### config.mk
export PLATFORM = sky130hd
export DESIGN_NAME = alu_branch_unit
export DESIGN_NICKNAME = d
export VERILOG_FILES = /design/src/rtl/alu_pkg.sv /design/src/rtl/alu_sext.sv /design/src/rtl/alu_arith.sv /design/src/rtl/alu_cmp.sv /design/src/rtl/alu_branch_unit.sv
export SDC_FILE = /design/constraint.sdc
export NUM_CORES = 1
export LEC_CHECK = 0
export ABC_AREA = 1
export BUFFER_PORTS_ARGS = -buffer_cell sky130_fd_sc_hd__buf_2
export CORE_MARGIN = 1
export CORE_UTILIZATION = 45
export DETAILED_ROUTE_END_ITERATION = 16
export GPL_TIMING_DRIVEN = 0
export PLACE_DENSITY = 0.71
export SYNTH_ARGS = -nofsm -noshare
export SYNTH_HDL_FRONTEND = slang
export SYNTH_SLANG_ARGS = --single-unit
### constraint.sdc
create_clock -name vclk -period 3.7
set_clock_uncertainty 0.1 [all_clocks]
set_input_delay 0 -clock vclk [all_inputs]
set_output_delay 0 -clock vclk [all_outputs]
set_load 0.01 [all_outputs]
### src/rtl/alu_pkg.sv
package alu_pkg;
  localparam int unsigned DATA_W = 16;
  localparam int unsigned IMM_W  = 4;
  localparam int unsigned OP_W   = 4;

  typedef enum logic [OP_W-1:0] {
    OP_ADD  = 4'd0,
    OP_SUB  = 4'd1,
    OP_AND  = 4'd2,
    OP_OR   = 4'd3,
    OP_HOLD = 4'd4,
    OP_BEQ  = 4'd8,
    OP_BNE  = 4'd9,
    OP_BLT  = 4'd10,
    OP_BLE  = 4'd11,
    OP_BGT  = 4'd12,
    OP_BGE  = 4'd13
  } alu_op_e;

  typedef struct packed {
    logic eq;
    logic lt;
  } cmp_flags_t;
endpackage

### src/rtl/alu_sext.sv
module alu_sext #(
  parameter int unsigned IN_W  = 4,
  parameter int unsigned OUT_W = 16
) (
  input  logic [IN_W-1:0]  val_i,
  output logic [OUT_W-1:0] val_o
);
  localparam int unsigned EXT_W = OUT_W - IN_W;

  generate
    if (EXT_W == 0) begin : g_pass
      assign val_o = val_i;
    end else begin : g_ext
      assign val_o = {{EXT_W{val_i[IN_W-1]}}, val_i};
    end
  endgenerate
endmodule

### src/rtl/alu_arith.sv
module alu_arith #(
  parameter int unsigned W = 16
) (
  input  logic [W-1:0] a_i,
  input  logic [W-1:0] b_i,
  output logic [W-1:0] sum_o,
  output logic [W-1:0] diff_o,
  output logic [W-1:0] and_o,
  output logic [W-1:0] or_o
);
  assign sum_o  = a_i + b_i;
  assign diff_o = a_i - b_i;
  assign and_o  = a_i & b_i;
  assign or_o   = a_i | b_i;
endmodule

### src/rtl/alu_cmp.sv
module alu_cmp
  import alu_pkg::*;
#(
  parameter int unsigned W = 16
) (
  input  logic [W-1:0] a_i,
  input  logic [W-1:0] b_i,
  input  logic [W-1:0] diff_i,
  output cmp_flags_t   flags_o
);
  logic sign_differs;

  // signed less-than: operand signs decide when they differ, otherwise the difference sign
  assign sign_differs = a_i[W-1] ^ b_i[W-1];
  assign flags_o.lt   = sign_differs ? a_i[W-1] : diff_i[W-1];
  assign flags_o.eq   = (diff_i == '0);
endmodule

### src/rtl/alu_branch_unit.sv
module alu_branch_unit
  import alu_pkg::*;
#(
  parameter int unsigned W     = DATA_W,
  parameter int unsigned IMM_N = IMM_W
) (
  input  logic [OP_W-1:0] op_i,
  input  logic [W-1:0]    a_i,
  input  logic [W-1:0]    b_i,
  input  logic            imm_en_i,
  output logic [W-1:0]    result_o,
  output logic            zero_o,
  output logic            taken_o
);
  logic [W-1:0] imm_ext;
  logic [W-1:0] b_eff;
  logic [W-1:0] sum, diff, and_v, or_v;
  cmp_flags_t   flags;

  alu_sext #(.IN_W(IMM_N), .OUT_W(W)) u_sext (
    .val_i (b_i[IMM_N-1:0]),
    .val_o (imm_ext)
  );

  assign b_eff = imm_en_i ? imm_ext : b_i;

  alu_arith #(.W(W)) u_arith (
    .a_i    (a_i),
    .b_i    (b_eff),
    .sum_o  (sum),
    .diff_o (diff),
    .and_o  (and_v),
    .or_o   (or_v)
  );

  alu_cmp #(.W(W)) u_cmp (
    .a_i     (a_i),
    .b_i     (b_eff),
    .diff_i  (diff),
    .flags_o (flags)
  );

  always_comb begin
    result_o = '0;
    taken_o  = 1'b0;
    case (op_i)
      OP_ADD:  result_o = sum;
      OP_SUB:  result_o = diff;
      OP_AND:  result_o = and_v;
      OP_OR:   result_o = or_v;
      OP_HOLD: result_o = '0;
      OP_BEQ: begin result_o = diff; taken_o = flags.eq;              end
      OP_BNE: begin result_o = diff; taken_o = ~flags.eq;             end
      OP_BLT: begin result_o = diff; taken_o = flags.lt;              end
      OP_BLE: begin result_o = diff; taken_o = flags.lt | flags.eq;   end
      OP_BGT: begin result_o = diff; taken_o = ~(flags.lt | flags.eq); end
      OP_BGE: begin result_o = diff; taken_o = ~flags.lt;             end
      default: begin result_o = '0; taken_o = 1'b0;                   end
    endcase
  end

  assign zero_o = (result_o == '0);
endmodule

==> impl_metrics.toml, run 1 <==
[timing]
final.hold.worst_slack_ps = 415
drv_slew = 0
layout_min_cycle_time_ps = 3440
worst_margin_slew_ps = 431
final_critical_path_share_of_the_clock_period_pct = 93.0
final_count_of_hold_timing_violations = 0
timing.fmax_mhz = 291
relSlewSlack_pct = 71.2
worst_slack_ps = 258
timing.final.setup_violations = 0

[global_route]
globalRoute.totalOverflow = 0
grt_max_degree = 11
antenna_found_initial = 0
grt_pass1_vias = 3440
grt_first_pass_wirelength_um = 15800
grtUsageTotal_pct = 26.4

[worst_setup_path]
crit_fanout = 10
cp-start-kind = "input pin"
critical_path_class = "in -> out"
timing.critical_path.required_ps = 3600
critPathCaptureType = "output port"
critical_path_arrival_ps = 3340

[finish]
drive_gt1_share_pct = 24.4
final_cells = 723
final_common_cell = "sky130_fd_sc_hd__nand2_1"
multi_input_area_um2 = 2670
design.final.nets = 719
layout.cells.most_common_list = "sky130_fd_sc_hd__nand2_1, sky130_fd_sc_hd__inv_1, sky130_fd_sc_hd__nand3_1, sky130_fd_sc_hd__buf_2, sky130_fd_sc_hd__ha_1"
area.growth.synth_to_final_pct = 15.1
layout.clock_buffers = 0
antenna_cells = 0
fillers = 766
numSequentialCells = 0
regArea_um2 = 0

[yosys]
synth_nets = 661
synth_area_um2 = 3190
syn-instance-count = 571
yosysWarningCount = 0
ys_seq_area_share_pct = 0
syn_avg_cell_area_um2 = 5.58
synthDistinctLibCells = 39

[placed_design]
dpl.hpwl_um = 8290
place_inst = 721
port-buffer-count = 54
placer_congestion_estimate = 0.967
detailedPlace.worstSlack_ps = -229

[power]
total_leakage_power_nw = 2.13
seq_power_share_pct = 0
comb_power_share_pct = 100.0
sw_share_pct = 63.6
internal_power_summed_over_all_cells_uw = 240
netSwitchingPower_uw = 420
power.clock.fraction_pct = 0
vdd_ir_drop_max_v = 0.0000865
power_per_cell_area_nw_per_um2 = 180

[detailed_routing]
detail-route-antenna-nets = 0
detail_route.vias_per_cell = 5.14
detail_route.wl_per_cell_um = 13.5
dr_total_vias = 3715
route.detailed.drc = 0
detail_route.wirelength_um = 9780
drt-initial-drc-count = 271
drt_first_pass_iters = 5

[run]
maxCapViolations = 0

[die]
floorplan.die.width_um = 86.2
floorplan.die_area_um2 = 7420
floorplan.die.height_um = 86.2
start_util_pct = 46.6
num_io_pins = 55
num_rows = 30
fp.coreArea_um2 = 6830

[outcome]
run_status = "complete, no violations"

[min_path]
worst_min_delay_path_category = "in -> out"

[clock_tree]
number_of_hold_buffers_added_after_cts = 0
==> cells in the mapped netlist (5+ instances only) <==
| cell type | count | area (um^2) |
|---|---|---|
| sky130_fd_sc_hd__a21oi_1 | 29 | 145 |
| sky130_fd_sc_hd__buf_6 | 9 | 101 |
| sky130_fd_sc_hd__ha_1 | 50 | 626 |
| sky130_fd_sc_hd__inv_1 | 99 | 372 |
| sky130_fd_sc_hd__inv_2 | 17 | 63.8 |
| sky130_fd_sc_hd__nand2_1 | 153 | 574 |
| sky130_fd_sc_hd__nand2_2 | 14 | 87.6 |
| sky130_fd_sc_hd__nand3_1 | 58 | 290 |
| sky130_fd_sc_hd__nand3_2 | 5 | 50.1 |
| sky130_fd_sc_hd__nand3b_1 | 10 | 75.1 |
| sky130_fd_sc_hd__nand4_1 | 9 | 56.3 |
| sky130_fd_sc_hd__nor2_1 | 41 | 154 |
| sky130_fd_sc_hd__nor2_2 | 13 | 81.3 |
| sky130_fd_sc_hd__nor2_4 | 6 | 67.6 |
| sky130_fd_sc_hd__o21ai_0 | 11 | 55.1 |
| sky130_fd_sc_hd__o22ai_1 | 7 | 43.8 |
==> per-stage QoR <==
stage	cell area [um^2]	util [%]	power, mW	TNS (ps)
4_1_cts	3590	52.5	0.640	0
3_3_place_gp	3580	52.4	0.625	-192
2_1_floorplan	3190	-	0.464	0
6_report	3670	53.7	0.660	0
5_1_grt	3670	53.7	0.733	-22.9
3_5_place_dp	3580	52.4	0.636	-336
==> power groups by stage <==
stage	sequential [mW]	combinational [mW]	clock, mW
floorplan	0	0.464	0
global placement	0	0.625	0
detailed placement	0	0.636	0
CTS	0	0.640	0
global route	0	0.733	0
finish	0	0.660	0
==> per-layer routing <==
metal  share of wire, %  up-vias  GRT usage, %  routed length [um]
met5                  0        -             0                   0
met4                1.2        0          3.79                 116
met3                5.1        8        0.0962                 501
met2                 48      114          47.5                4650
met1                 46     1683          36.1                4510
li1                   -     1910             -                   -
==> repair_timing <==
action	4_1_cts	5_1_grt
endpoints found under the hold margin	0	0
buffers inserted	0	2
endpoints found under the setup margin	2	2
gates resized for setup	5	21
pin swaps	0	3
==> final timing paths <==
check | from | cells past startpoint | slack (ps) | end
max | imm_en_i | 27 | 260 | taken_o
min | op_i[3] | 6 | 420 | taken_o
==> final cells by class <==
| class | count | area share (%) |
|---|---|---|
| Buffer | 14 | 4.16 |
| Inverter | 117 | 12.0 |
| Tap cell | 96 | 3.28 |
| Multi-Input combinational cell | 440 | 72.7 |
| Timing Repair Buffer | 56 | 7.78 |
==> critical path, stage by stage <==
cell and delay (ps):
sky130_fd_sc_hd__buf_2 110, sky130_fd_sc_hd__inv_1 110, sky130_fd_sc_hd__buf_6 200, sky130_fd_sc_hd__a21oi_2 100
sky130_fd_sc_hd__ha_1 290, sky130_fd_sc_hd__buf_6 160, sky130_fd_sc_hd__inv_2 50, sky130_fd_sc_hd__nand2_2 50
sky130_fd_sc_hd__nand2_2 60, sky130_fd_sc_hd__inv_2 60, sky130_fd_sc_hd__nand3_2 110, sky130_fd_sc_hd__nand2_2 100
sky130_fd_sc_hd__nand3_2 70, sky130_fd_sc_hd__a21oi_1 180, sky130_fd_sc_hd__o21bai_1 130, sky130_fd_sc_hd__fa_1 530
sky130_fd_sc_hd__nor3_2 220, sky130_fd_sc_hd__nand2_1 90, sky130_fd_sc_hd__nor2_1 120, sky130_fd_sc_hd__nand2_1 70
sky130_fd_sc_hd__nor2_2 110, sky130_fd_sc_hd__nand2_2 70, sky130_fd_sc_hd__nand2_1 60, sky130_fd_sc_hd__nand2_1 40
sky130_fd_sc_hd__nor2_1 70, sky130_fd_sc_hd__nand2_1 50, sky130_fd_sc_hd__buf_2 130
==> cell families after synthesis <==
family                     after synthesis  synth area share [%]
and+or+nand+nor                        322                  48.2
xor gates and xnor gates                 1                 0.275
buffers and inverters                  131                  17.9
adders and majority gates               53                  21.5
AOI/OAI and AO/OA                       64                  12.1
Note: power is estimated with default switching activity, not from simulation.
==> run 2: changes to the inputs <==
Settings changed: CELL_PAD_IN_SITES_DETAIL_PLACEMENT from default to 0, CELL_PAD_IN_SITES_GLOBAL_PLACEMENT from default to 1, CORE_UTILIZATION 45 to 40, PLACE_DENSITY 0.71 to 0.89.
==> run 2 against run 1 <==
Against the previous run:
- die area up 12%
- critical endpoint unchanged
- global-route usage decreased by 2.2 points
- sequential cell count did not move
- non-clock buffer count grew 4
- power up 4.5%
- routed wire length increased by 3.9%
- sequential share of layout area did not move
- final cell count grew 1.4%
- combinational power rose by 4.4%
- setup slack improved by 23 ps
- hold slack got worse by 37 ps
==> impl_metrics.toml, run 2 (synthesis results as in run 1) <==
[outcome]
run_status = "complete, no violations"

[global_route]
grtUsageTotal_pct = 24.2
grt_pass1_vias = 3513
antenna_found_initial = 0
global_routing_s_busiest_layer = "met2"
use_met1_pct = 32.5
globalRoute.totalOverflow = 0
use_met2_pct = 43.3
grt_first_pass_wirelength_um = 16500
grt_max_degree = 11
grt_util_met3_pct = 0.335

[detailed_routing]
detail_route.wl_per_cell_um = 13.9
drt-initial-drc-count = 188
detail_route.wirelength_um = 10200
dr_total_vias = 3762
detail_route.vias_per_cell = 5.13
detail-route-antenna-nets = 0
route.detailed.drc = 0
drt_first_pass_iters = 6

[worst_setup_path]
cp.buffers_inverters = 6
worst_path_largest_cell_delay_ps = 500
timing.critical_path.required_ps = 3600
crit_path_frequent_cell = "sky130_fd_sc_hd__nand2_1"
timing.critical_path.max_delay_family = "simple AND/OR/NAND/NOR gates"
cp-start-kind = "input pin"
critical_path_arrival_ps = 3320
critical_path_class = "in -> out"
cp_slowest_cell = "sky130_fd_sc_hd__fa_1"
levels_on_crit_path = 28
crit_fanout = 8
critPathCaptureType = "output port"

[timing]
layout_min_cycle_time_ps = 3420
worst_slack_ps = 281
worst_margin_slew_ps = 378
final_count_of_hold_timing_violations = 0
timing.final.setup_violations = 0
timing.fmax_mhz = 292
final.hold.worst_slack_ps = 378
drv_slew = 0
final_critical_path_share_of_the_clock_period_pct = 92.4
relSlewSlack_pct = 74.6

[finish]
design.final.nets = 723
final_common_cell = "sky130_fd_sc_hd__nand2_1"
final_cells = 733
layout.cells.most_common_list = "sky130_fd_sc_hd__nand2_1, sky130_fd_sc_hd__inv_1, sky130_fd_sc_hd__nand3_1, sky130_fd_sc_hd__buf_2, sky130_fd_sc_hd__ha_1"
finish.utilization_pct = 49.8
area.growth.synth_to_final_pct = 20.8
layout.clock_buffers = 0
regArea_um2 = 0
drive_gt1_share_pct = 26.3
numSequentialCells = 0
antenna_cells = 0

[min_path]
worst_min_delay_path_category = "in -> out"
min_delay_path_depth = 6

[power]
report.power.total_uw = 689
power_per_cell_area_nw_per_um2 = 179
vdd_ir_drop_max_v = 0.0000795
total_leakage_power_nw = 2.17

[die]
num_io_pins = 55
floorplan.die_area_um2 = 8330
floorplan.die.height_um = 91.3
floorplan.die.width_um = 91.3
start_util_pct = 41.2
num_rows = 32
fp.coreArea_um2 = 7730

[placed_design]
detailedPlace.worstSlack_ps = -243
dpl.hpwl_um = 8270
placer_congestion_estimate = 0.960
port-buffer-count = 54
place_inst = 727

[clock_tree]
number_of_hold_buffers_added_after_cts = 0

[run]
maxCapViolations = 0
## run 2: worst min-delay path, cell delays in order
cell                      delay, ps
sky130_fd_sc_hd__buf_2          110
sky130_fd_sc_hd__nand3_1         70
sky130_fd_sc_hd__nand3_1         80
sky130_fd_sc_hd__nand2_1         50
sky130_fd_sc_hd__nand2_1         50
sky130_fd_sc_hd__buf_2          110
## run 2: final cells by class
cell class         count  area (um^2)
fillers              845         3880
plain buffers         14          161
inverters            117          444
repair buffers        60          333
multi-input cells    440         2780
well taps            102          128
## run 2: power by group
group	switching, mW	total, mW	internal, mW	leakage, nW
sequential	0	0	0	0
clock	0	0	0	0
combinational	0.433	0.689	0.257	2.17
total	0.433	0.689	0.257	2.17
## run 2: worst paths after layout
path,end,from
max,taken_o,b_i[3]
min,taken_o,op_i[3]
## run 2: timing repair
item / 4_1_cts / 5_1_grt
setup buffers: 0 / 5
resized for setup: 5 / 38
cloned: 0 / 1
endpoints found under the setup margin: 2 / 2
pin swaps: 0 / 9
## run 2: metrics by stage
step	instance area, um^2	setup TNS [ps]
final	3850	0
after global routing	3850	-41.4
after CTS	3600	0
after detailed placement	3580	-298
after global placement	3580	-318
after floorplan	3190	0
## run 2: metal layers
layer / vias to the layer above / wire length [um]
met5: - / 0
met4: 0 / 227
met3: 14 / 393
met2: 114 / 4840
met1: 1721 / 4710
li1: 1913 / -
==> run 3: changes to the inputs <==
Settings changed: CORE_UTILIZATION 40 to 44, PLACE_DENSITY 0.89 to 0.95.
Clock period 3.7 ns to 4.3 ns, I/O delays scaled along.
==> run 3 against run 2 <==
Against the previous run:
- power shrank 20%
- clock-buffer cell count is the same
- core utilization grew 2.0 points
- via count shrank 2.9%
- critical path type unchanged
- critical endpoint unchanged
==> impl_metrics.toml, run 3 (synthesis results as in run 1) <==
[outcome]
run_status = "complete, no violations"

[worst_setup_path]
cp_slowest_cell = "sky130_fd_sc_hd__fa_1"
crit_fanout = 10
critical_path_class = "in -> out"
critical_path_arrival_ps = 3760
worst_path_largest_cell_delay_ps = 500
crit_path_frequent_cell = "sky130_fd_sc_hd__nand2_1"
critPathCaptureType = "output port"
cp-start-kind = "input pin"
timing.critical_path.required_ps = 4200

[die]
fp.coreArea_um2 = 6910
start_util_pct = 46.1
floorplan.die_area_um2 = 7590
floorplan.die.height_um = 87.1
num_rows = 30
num_io_pins = 55
floorplan.die.width_um = 87.1

[timing]
final.hold.worst_slack_ps = 383
drv_slew = 0
finalSetupTns_ps = 0
worst_margin_slew_ps = 616
timing.final.setup_violations = 0
final_critical_path_share_of_the_clock_period_pct = 89.9
final_count_of_hold_timing_violations = 0
relSlewSlack_pct = 58.9
timing.fmax_mhz = 259
setup_repair_after_global_routing_missed_its_margin = "false"
layout_min_cycle_time_ps = 3860

[clock_tree]
number_of_hold_buffers_added_after_cts = 0

[detailed_routing]
detail_route.vias_per_cell = 5.07
detail_route.wl_per_cell_um = 13.2
drt-initial-drc-count = 229
detail_route.wirelength_um = 9530
dr_total_vias = 3654
route.detailed.drc = 0
detail-route-antenna-nets = 0
drt_first_pass_iters = 5

[finish]
multi_input_area_um2 = 2620
final_area_um2 = 3580
drive_gt1_share_pct = 21.9
numSequentialCells = 0
antenna_cells = 0
area.growth.synth_to_final_pct = 12.3
layout.clock_buffers = 0
fillers = 775
layout.cells.most_common_list = "sky130_fd_sc_hd__nand2_1, sky130_fd_sc_hd__inv_1, sky130_fd_sc_hd__nand3_1, sky130_fd_sc_hd__buf_2, sky130_fd_sc_hd__ha_1"
design.final.nets = 717
final_common_cell = "sky130_fd_sc_hd__nand2_1"
regArea_um2 = 0
final_cells = 721

[placed_design]
place_inst = 721
placed_area_um2 = 3580
dpl.hpwl_um = 8240
port-buffer-count = 54
placer_congestion_estimate = 0.922

[global_route]
grt_first_pass_wirelength_um = 15400
antenna_found_initial = 0
grtUsageTotal_pct = 25.7
grt_pass1_vias = 3332
globalRoute.totalOverflow = 0
grt_max_degree = 11

[power]
total_leakage_power_nw = 2.11
vdd_ir_drop_max_v = 0.0000697
power_per_cell_area_nw_per_um2 = 154

[min_path]
worst_min_delay_path_category = "in -> out"

[run]
maxCapViolations = 0
-- run 3: cell type report --
cell class	instances	share of cell area, %
tap	96	3.36
multi-input combinational	440	73.1
buffer	14	3.64
timing repair buffer	54	7.55
inverter	117	12.3
-- run 3: where the power goes --
part / leakage [nW] / internal (mW) / switching, mW
logic: 2.11 / 0.200 / 0.352
registers: 0 / 0 / 0
clock network: 0 / 0 / 0
-- run 3: final timing paths --
kind	slack (ps)	end	cells after the start	start
setup / recovery	440	taken_o	27	imm_en_i
hold / removal	380	taken_o	6	op_i[3]
-- run 3: stage by stage --
step / util, % / worst slack (ps) / power (mW)
2_1_floorplan: - / 1330 / 0.400
3_3_place_gp: 51.8 / 381 / 0.539
3_5_place_dp: 51.8 / 337 / 0.546
4_1_cts: 51.8 / 324 / 0.548
5_1_grt: 51.8 / 72.3 / 0.620
6_report: 51.8 / 436 / 0.552
-- run 3: metal layers --
layer,track usage [%],vias up,wire (um)
met4,4.02,0,138
met5,0,-,0
met2,45.9,102,4420
li1,-,1903,-
met1,34.9,1640,4570
met3,0.664,9,395
-- run 3: what timing repair did --
item | in CTS | in global routing
setup endpoints to repair | 0 | 1
gates resized for setup | 0 | 2
buffers inserted | 0 | 0
-- run 3: critical path, delay by kind of cell --
family                   cells  cell delay (ps)
adder cells (fa/ha/maj)      2              850
AND/OR/NAND/NOR             15             1330
AO/OA/AOI/OAI                3              520
buffers and inverters        7             1070
